$ cat src/rtl/cache_pkg.sv
package cache_pkg;
  typedef enum logic [2:0] {
    CS_IDLE,
    CS_LOOKUP,
    CS_WBACK,
    CS_FILL,
    CS_FWD,
    CS_RESP
  } cc_state_e;
endpackage

$ cat src/rtl/cache_tag_cmp.sv
module cache_tag_cmp #(
  parameter int WAYS  = 2,
  parameter int TAG_W = 26,
  parameter int WAY_W = 1
) (
  input  logic [WAYS-1:0]            set_valid,
  input  logic [WAYS-1:0][TAG_W-1:0] set_tags,
  input  logic [TAG_W-1:0]           req_tag,
  output logic [WAYS-1:0]            hit_vec,
  output logic                       hit,
  output logic [WAY_W-1:0]           hit_way
);
  for (genvar g = 0; g < WAYS; g++) begin : g_way
    assign hit_vec[g] = set_valid[g] && (set_tags[g] == req_tag);
  end

  assign hit = |hit_vec;

  always_comb begin
    hit_way = '0;
    for (int w = 0; w < WAYS; w++) begin
      if (hit_vec[w]) hit_way = hit_way | WAY_W'(w);
    end
  end
endmodule

$ cat src/rtl/cache_victim_sel.sv
module cache_victim_sel #(
  parameter int WAYS  = 2,
  parameter int SETS  = 4,
  parameter int IDX_W = 2,
  parameter int WAY_W = 1
) (
  input  logic             clk,
  input  logic             rst_n,
  input  logic [WAYS-1:0]  set_valid,
  input  logic [IDX_W-1:0] idx,
  input  logic             advance,
  output logic [WAY_W-1:0] victim
);
  logic [WAY_W-1:0] ptr_q [SETS];
  logic             found;

  always_comb begin
    victim = ptr_q[idx];
    found  = 1'b0;
    for (int w = 0; w < WAYS; w++) begin
      if (!found && !set_valid[w]) begin
        victim = WAY_W'(w);
        found  = 1'b1;
      end
    end
  end

  always_ff @(posedge clk or negedge rst_n) begin
    if (!rst_n) begin
      for (int s = 0; s < SETS; s++) ptr_q[s] <= '0;
    end else if (advance) begin
      ptr_q[idx] <= (ptr_q[idx] == WAY_W'(WAYS-1)) ? '0 : ptr_q[idx] + WAY_W'(1);
    end
  end

  // a free way is always taken before an occupied one
  p_prefer_free_r5: assert property (@(posedge clk) disable iff (!rst_n)
    (|(~set_valid)) |-> !set_valid[victim]);

  // rotating pointer never names a way that does not exist
  p_ptr_range_r5: assert property (@(posedge clk) disable iff (!rst_n)
    (32'(ptr_q[idx]) < WAYS));
endmodule

$ cat src/rtl/cache_ctrl.sv
module cache_ctrl
  import cache_pkg::*;
#(
  parameter int ADDR_W      = 32,
  parameter int DATA_W      = 32,
  parameter int LINES       = 8,
  parameter int WAYS        = 2,
  parameter int LINE_BYTES  = 16,
  parameter bit WRITE_BACK  = 1'b1,
  parameter bit WRITE_ALLOC = 1'b1
) (
  input  logic                clk,
  input  logic                rst_n,
  input  logic                req_valid,
  output logic                req_ready,
  input  logic                req_write,
  input  logic [ADDR_W-1:0]   req_addr,
  input  logic [DATA_W-1:0]   req_wdata,
  input  logic [DATA_W/8-1:0] req_wstrb,
  output logic                resp_valid,
  output logic [DATA_W-1:0]   resp_rdata,
  output logic                mem_valid,
  input  logic                mem_ready,
  output logic                mem_write,
  output logic [ADDR_W-1:0]   mem_addr,
  output logic [DATA_W-1:0]   mem_wdata,
  output logic [DATA_W/8-1:0] mem_wstrb,
  input  logic [DATA_W-1:0]   mem_rdata
);
  localparam int BYTES_W = DATA_W / 8;
  localparam int SETS    = LINES / WAYS;
  localparam int WORDS   = LINE_BYTES / BYTES_W;
  localparam int OFF_W   = $clog2(LINE_BYTES);
  localparam int IDX_W   = $clog2(SETS);
  localparam int TAG_W   = ADDR_W - OFF_W - IDX_W;
  localparam int BSEL_W  = $clog2(BYTES_W);
  localparam int WSEL_W  = $clog2(WORDS);
  localparam int WAY_W   = (WAYS > 1) ? $clog2(WAYS) : 1;
  localparam logic [WSEL_W-1:0] LAST_BEAT = WSEL_W'(WORDS - 1);

  // reset: asserted asynchronously, released on the clock
  logic [1:0] rst_pipe_q;
  logic       rst_ni;
  always_ff @(posedge clk or negedge rst_n) begin
    if (!rst_n) rst_pipe_q <= '0;
    else        rst_pipe_q <= {rst_pipe_q[0], 1'b1};
  end
  assign rst_ni = rst_pipe_q[1];

  cc_state_e state_q, state_d;
  logic              rq_write_q;
  logic [ADDR_W-1:0] rq_addr_q;
  logic [DATA_W-1:0] rq_wdata_q;
  logic [BYTES_W-1:0] rq_wstrb_q;
  logic [WSEL_W-1:0] beat_q;
  logic [WAY_W-1:0]  victim_q;
  logic [DATA_W-1:0] rdata_q;

  logic [WAYS-1:0]   valid_q [SETS];
  logic [WAYS-1:0]   dirty_q [SETS];
  logic [TAG_W-1:0]  tag_q   [SETS][WAYS];
  logic [DATA_W-1:0] data_q  [SETS][WAYS][WORDS];

  logic [TAG_W-1:0]  a_tag;
  logic [IDX_W-1:0]  a_idx;
  logic [WSEL_W-1:0] a_word;
  assign a_tag  = rq_addr_q[ADDR_W-1 -: TAG_W];
  assign a_idx  = rq_addr_q[OFF_W +: IDX_W];
  assign a_word = rq_addr_q[BSEL_W +: WSEL_W];

  logic [WAYS-1:0][TAG_W-1:0] set_tags;
  logic [WAYS-1:0] hit_vec;
  logic            hit;
  logic [WAY_W-1:0] hit_way, victim_w;

  always_comb begin
    for (int w = 0; w < WAYS; w++) set_tags[w] = tag_q[a_idx][w];
  end

  cache_tag_cmp #(.WAYS(WAYS), .TAG_W(TAG_W), .WAY_W(WAY_W)) u_cmp (
    .set_valid (valid_q[a_idx]),
    .set_tags  (set_tags),
    .req_tag   (a_tag),
    .hit_vec   (hit_vec),
    .hit       (hit),
    .hit_way   (hit_way)
  );

  logic mem_go, last_beat, fill_done, wr_hit, rd_hit, accept, victim_dirty;
  assign mem_go       = mem_valid && mem_ready;
  assign last_beat    = (beat_q == LAST_BEAT);
  assign fill_done    = (state_q == CS_FILL) && mem_go && last_beat;
  assign wr_hit       = (state_q == CS_LOOKUP) && hit && rq_write_q;
  assign rd_hit       = (state_q == CS_LOOKUP) && hit && !rq_write_q;
  assign accept       = (state_q == CS_IDLE) && req_valid;
  assign victim_dirty = valid_q[a_idx][victim_w] && dirty_q[a_idx][victim_w];

  cache_victim_sel #(.WAYS(WAYS), .SETS(SETS), .IDX_W(IDX_W), .WAY_W(WAY_W)) u_vsel (
    .clk       (clk),
    .rst_n     (rst_ni),
    .set_valid (valid_q[a_idx]),
    .idx       (a_idx),
    .advance   (fill_done),
    .victim    (victim_w)
  );

  logic [DATA_W-1:0] hit_word, merged;
  always_comb begin
    hit_word = data_q[a_idx][hit_way][a_word];
    merged   = hit_word;
    for (int b = 0; b < BYTES_W; b++) begin
      if (rq_wstrb_q[b]) merged[8*b +: 8] = rq_wdata_q[8*b +: 8];
    end
  end

  // next state and lower-port drive
  always_comb begin
    state_d   = state_q;
    mem_valid = 1'b0;
    mem_write = 1'b0;
    mem_addr  = '0;
    mem_wdata = '0;
    mem_wstrb = '0;
    unique case (state_q)
      CS_IDLE: if (req_valid) state_d = CS_LOOKUP;
      CS_LOOKUP: begin
        if (hit)                            state_d = (rq_write_q && !WRITE_BACK) ? CS_FWD : CS_RESP;
        else if (!rq_write_q || WRITE_ALLOC) state_d = victim_dirty ? CS_WBACK : CS_FILL;
        else                                state_d = CS_FWD;
      end
      CS_WBACK: begin
        mem_valid = 1'b1;
        mem_write = 1'b1;
        mem_addr  = {tag_q[a_idx][victim_q], a_idx, beat_q, {BSEL_W{1'b0}}};
        mem_wdata = data_q[a_idx][victim_q][beat_q];
        mem_wstrb = '1;
        if (mem_ready && last_beat) state_d = CS_FILL;
      end
      CS_FILL: begin
        mem_valid = 1'b1;
        mem_addr  = {a_tag, a_idx, beat_q, {BSEL_W{1'b0}}};
        if (mem_ready && last_beat) state_d = CS_LOOKUP;
      end
      CS_FWD: begin
        mem_valid = 1'b1;
        mem_write = 1'b1;
        mem_addr  = rq_addr_q;
        mem_wdata = rq_wdata_q;
        mem_wstrb = rq_wstrb_q;
        if (mem_ready) state_d = CS_RESP;
      end
      CS_RESP: state_d = CS_IDLE;
      default: state_d = CS_IDLE;
    endcase
  end

  always_ff @(posedge clk or negedge rst_ni) begin
    if (!rst_ni) begin
      state_q  <= CS_IDLE;
      beat_q   <= '0;
      victim_q <= '0;
    end else begin
      state_q <= state_d;
      if (state_q == CS_LOOKUP) victim_q <= victim_w;
      if (mem_go && (state_q == CS_WBACK || state_q == CS_FILL))
        beat_q <= last_beat ? '0 : beat_q + WSEL_W'(1);
    end
  end

  always_ff @(posedge clk) begin
    if (accept) begin
      rq_write_q <= req_write;
      rq_addr_q  <= req_addr;
      rq_wdata_q <= req_wdata;
      rq_wstrb_q <= req_wstrb;
    end
    if (rd_hit) rdata_q <= hit_word;
  end

  always_ff @(posedge clk or negedge rst_ni) begin
    if (!rst_ni) begin
      for (int s = 0; s < SETS; s++) begin
        valid_q[s] <= '0;
        dirty_q[s] <= '0;
      end
    end else begin
      if (fill_done) begin
        valid_q[a_idx][victim_q] <= 1'b1;
        dirty_q[a_idx][victim_q] <= 1'b0;
      end
      if (wr_hit && WRITE_BACK) dirty_q[a_idx][hit_way] <= 1'b1;
    end
  end

  always_ff @(posedge clk) begin
    if (fill_done) tag_q[a_idx][victim_q] <= a_tag;
    if ((state_q == CS_FILL) && mem_go) data_q[a_idx][victim_q][beat_q] <= mem_rdata;
    if (wr_hit) data_q[a_idx][hit_way][a_word] <= merged;
  end

  assign req_ready  = (state_q == CS_IDLE);
  assign resp_valid = (state_q == CS_RESP);
  assign resp_rdata = rdata_q;

  // an accepted request closes the port on the next cycle
  p_busy_after_accept_r11: assert property (@(posedge clk) disable iff (!rst_ni)
    (req_valid && req_ready) |=> !req_ready);

  // completion is a single-cycle pulse
  p_resp_pulse_r11: assert property (@(posedge clk) disable iff (!rst_ni)
    resp_valid |=> !resp_valid);

  // a stalled beat keeps its request and address
  p_beat_hold_r4: assert property (@(posedge clk) disable iff (!rst_ni)
    (mem_valid && !mem_ready) |=> (mem_valid && $stable(mem_addr)));

  // the tag store never holds two valid copies of one line in a set
  p_single_match_r3: assert property (@(posedge clk) disable iff (!rst_ni)
    (state_q == CS_LOOKUP) |-> $onehot0(hit_vec));

  if (!WRITE_BACK) begin : g_wt_check
    logic dirty_any;
    always_comb begin
      dirty_any = 1'b0;
      for (int s = 0; s < SETS; s++) dirty_any = dirty_any | (|dirty_q[s]);
    end
    // write-through lines stay clean
    p_never_dirty_r8: assert property (@(posedge clk) disable iff (!rst_ni) !dirty_any);
  end
endmodule

$ cat config.mk
export PLATFORM = sky130hd
export DESIGN_NAME = cache_ctrl
export DESIGN_NICKNAME = d
export VERILOG_FILES = /design/src/rtl/cache_pkg.sv /design/src/rtl/cache_tag_cmp.sv /design/src/rtl/cache_victim_sel.sv /design/src/rtl/cache_ctrl.sv
export SDC_FILE = /design/constraint.sdc
export NUM_CORES = 2
export LEC_CHECK = 0
export ABC_AREA = 1
export CELL_PAD_IN_SITES_DETAIL_PLACEMENT = 2
export CELL_PAD_IN_SITES_GLOBAL_PLACEMENT = 2
export CORE_UTILIZATION = 35
export CTS_BUF_LIST = sky130_fd_sc_hd__clkbuf_4 sky130_fd_sc_hd__clkbuf_8 sky130_fd_sc_hd__clkbuf_16
export DETAILED_ROUTE_END_ITERATION = 8
export PLACE_DENSITY_LB_ADDON = 0.1
export SYNTH_ARGS = -nofsm -noshare
export SYNTH_HDL_FRONTEND = slang
export SYNTH_SLANG_ARGS = --single-unit
export TNS_END_PERCENT = 1
$ cat constraint.sdc
create_clock -name clk -period 2.7 [get_ports clk]
set_input_delay 0.675 -clock clk [delete_from_list [all_inputs] [get_ports clk]]
set_output_delay 0.675 -clock clk [all_outputs]
set_load 0.01 [all_outputs]
==> impl_metrics.json <==
{
  "cp_slowest_stage_delay_ns": 0.35,
  "pwr-share-seq": 0.305,
  "synth-simple-area-share": 0.189,
  "num_rows": 153,
  "vias_per_cell": 5.96,
  "antenna_found_initial": 26,
  "mostFrequentLayoutCells": "edfxtp_1 (1333), nand2_1 (1111), buf_4 (807), nor2_1 (714), nand3_1 (594)",
  "drtIter0Drc": 5771,
  "routed_wl_um": 327000,
  "required_ns": 2.03,
  "synth_xor_area_frac": 0.00172,
  "fp.coreArea_um2": 174000,
  "die_w_um": 420,
  "multi_input_area_um2": 20700,
  "clock_sinks": 1363,
  "dr.pass1.iters": 8,
  "worstSetupPathType": "reg2out",
  "cts.clk_slew.worst_paths_ns": 0.06,
  "hp-class": "reg2async",
  "area_growth_syn_to_layout_pct": 38.5,
  "synthAdderAreaFrac": 0.000819,
  "violations": "negative setup slack",
  "die_area_um2": 176000,
  "insertion_delay_ns": 0.84,
  "grt_start_max_net_pins": 49,
  "setup_viol": 2404,
  "final-instance-count-excl-fill": 9359,
  "placedCellCount": 8880,
  "nFillCells": 17300,
  "finalHoldViolCount": 0,
  "final_util": 0.488,
  "clockBufferDepth": 3,
  "crit_chain": "buf_12 -> inv_16 -> buf_16 -> buf_4 -> buf_16 -> nor2_1 -> o22ai_1 -> nor2_1 -> o32ai_1 -> o21ai_0 -> o22ai_1 -> buf_4 -> clkdlybuf4s15_2",
  "outcome": "complete, but fails checks",
  "remaining_drc_errors": 0,
  "post-dp-hpwl_um": 208000,
  "fin_crit_ns": 4.06,
  "holdWs_ns": 0.253,
  "final_nets": 7009,
  "ys_async_sr_fraction": 0.0205,
  "gp_congestion": 0.880,
  "yosysWarnings": 0,
  "clkPwrFrac": 0.280,
  "cts_root_buf": "clkbuf_16",
  "vdd_drop_max_v": 0.000703,
  "die_y_um": 420,
  "postLayoutSetupSlackWorst_ns": -1.36,
  "grt_pass1_wl_um": 444000,
  "ys_types": 43,
  "max_slew.worst_pin.slew_ns": 0.936,
  "layout_commonest_cell": "edfxtp_1",
  "regArea_um2": 40800,
  "path_buf_inv": 7,
  "grt_pass1_vias": 58700,
  "grt_overflow": 0,
  "power_switching_uw": 29500,
  "skew_ns": 0.0350,
  "power.share.switching": 0.369,
  "place_area_um2": 74500,
  "worst_setup_path_start_kind": "flop",
  "endpoint_kind": "primary output",
  "syn_inst": 5834,
  "power_density_nw_per_um2": 945,
  "cp.arrival_ns": 3.39,
  "leakagePower_uw": 0.0322,
  "reg2reg_setup_slack_ns": -1.19,
  "place_ws_ns": -1.06,
  "relSlewSlack": 0.375,
  "rsz0062_at_grt": "yes",
  "final_area_um2": 84700,
  "num_vias": 55800,
  "ant_nets": 0,
  "cts_tree": "yes",
  "synthMuxAreaShare": 0,
  "syn-cell-area_um2": 61100,
  "max_cap_viol_count": 0,
  "grt_usage": 0.360,
  "portBuffers": 208,
  "h-tree-depth": 4,
  "critical-path-top-delay-family": "buffers and inverters",
  "ys_ff_latch": 1363,
  "cts_buffers": 161,
  "avgSynthCellArea_um2": 10.5,
  "yosys_most_used_dff": "edfxtp_1",
  "synth_top_family_by_area": "simple AND/OR/NAND/NOR gates",
  "cp_slowest_cell": "dfxtp_4",
  "drive_gt1_frac": 0.276,
  "fmax_mhz": 246,
  "slew_viol_final": 0,
  "ys_seq_area_frac": 0.667,
  "p_int_uw": 50500,
  "pwr-share-comb": 0.415,
  "synth_nets": 5943,
  "final.period_utilization": 1.50,
  "ioPinCount": 209,
  "path_max_fanout": 10,
  "synth-edff-count": 1333,
  "synth_compound_area_frac": 0.103,
  "wire_per_inst_um": 35.0,
  "initial_core_util": 0.352
}
[area by class of cell]
| type | count | area share |
|---|---|---|
| diodes | 9 | 0.000266 |
| inverters | 150 | 0.00723 |
| clock inverters | 84 | 0.00981 |
| flip-flops and latches | 1363 | 0.482 |
| repair inverters | 3 | 0.000621 |
| multi-input cells | 3906 | 0.245 |
| repair buffers | 1315 | 0.169 |
| well taps | 2325 | 0.0344 |
| clock buffers | 204 | 0.0526 |
[stage by stage]
stage / total power [uW] / setup TNS, ns
2_1_floorplan: 35900 / -402.88
3_3_place_gp: 50800 / -1715.92
3_5_place_dp: 51700 / -1934.20
4_1_cts: 77900 / -2433.00
5_1_grt: 82200 / -2495.46
6_report: 80000 / -2280.15
[logic make-up after synthesis]
family                   after synthesis
AND/OR/NAND/NOR                     2751
flip-flops                          1363
AO/OA/AOI/OAI                       1138
buffers and inverters                565
XOR/XNOR                              12
adder cells (fa/ha/maj)                4
other                                  1
[synthesized netlist by cell type (13+ instances only)]
library cell  count  share of area
o221ai_1         24         0.0034
o22ai_1         300          0.031
nand3_2          32         0.0052
edfxtp_1       1333           0.65
inv_1           136         0.0083
o211ai_1         19         0.0023
buf_4            13         0.0016
nor2_1          818          0.050
nand2_1        1205          0.074
a21oi_1          49         0.0040
nand3_1         659          0.054
o21ai_0         726          0.059
buf_1            43         0.0026
dfrtp_1          28          0.011
buf_2            94         0.0077
clkbuf_1        243          0.015
[worst register-to-register path: cells and delay by family, from the launching register on]
family | cells | cell delay [ns]
buffers and inverters | 9 | 1.52
AND/OR/NAND/NOR | 12 | 1.37
flip-flops | 1 | 0.35
AO/OA/AOI/OAI | 1 | 0.30
[power groups by stage]
stage / Sequential [uW] / Combinational (uW) / Clock (uW)
after floorplan: 24600 / 11200 / 0
after global placement: 24800 / 26000 / 0
after detailed placement: 24800 / 26900 / 0
after CTS: 24400 / 30900 / 22500
after global routing: 24400 / 34400 / 23300
final: 24400 / 33200 / 22400
[final timing paths]
path,from,to,depth (start not counted)
max,flop,mem_wdata[7],13
min,rst_pipe_q[1],valid_q[5],1
max reg2reg,flop,data_q[2][146],22
min reg2reg,rst_pipe_q[1],valid_q[5],1
max in group asynchronous,rst_n,rst_pipe_q[1],2
min in group clk,rst_pipe_q[0],rst_pipe_q[1],0
[sequential cells by signal (all words and copies together) (netlist names), 3 cells and up, named ones only]
| signal | flops |
|---|---|
| rq_wstrb_q | 4 |
| valid_q | 8 |
| rq_addr_q | 32 |
| dirty_q | 8 |
| resp_rdata | 32 |
| rq_wdata_q | 32 |
| u_vsel.ptr_q | 4 |
| data_q | 1024 |
| state_q | 3 |
| tag_q | 208 |
[metal layers]
metal | GRT usage | part of all wire | vias to the layer above | routed length, um
li1 | - | - | 23000 | -
met1 | 0.452 | 0.39 | 29300 | 128000
met2 | 0.581 | 0.47 | 2652 | 153000
met3 | 0.0686 | 0.078 | 844 | 25400
met4 | 0.207 | 0.063 | 16 | 20600
met5 | 0 | 0.00034 | - | 112
[timing repair]
action | in CTS | in global routing
endpoints found under the hold margin | 2 | 0
hold buffers | 1 | 0
gates resized for setup | 597 | 423
setup endpoints to repair | 2248 | 2406
buffers inserted | 127 | 22
cloned | 32 | 12
pin swaps | 139 | 127
Power figures use the tool's default switching activity.
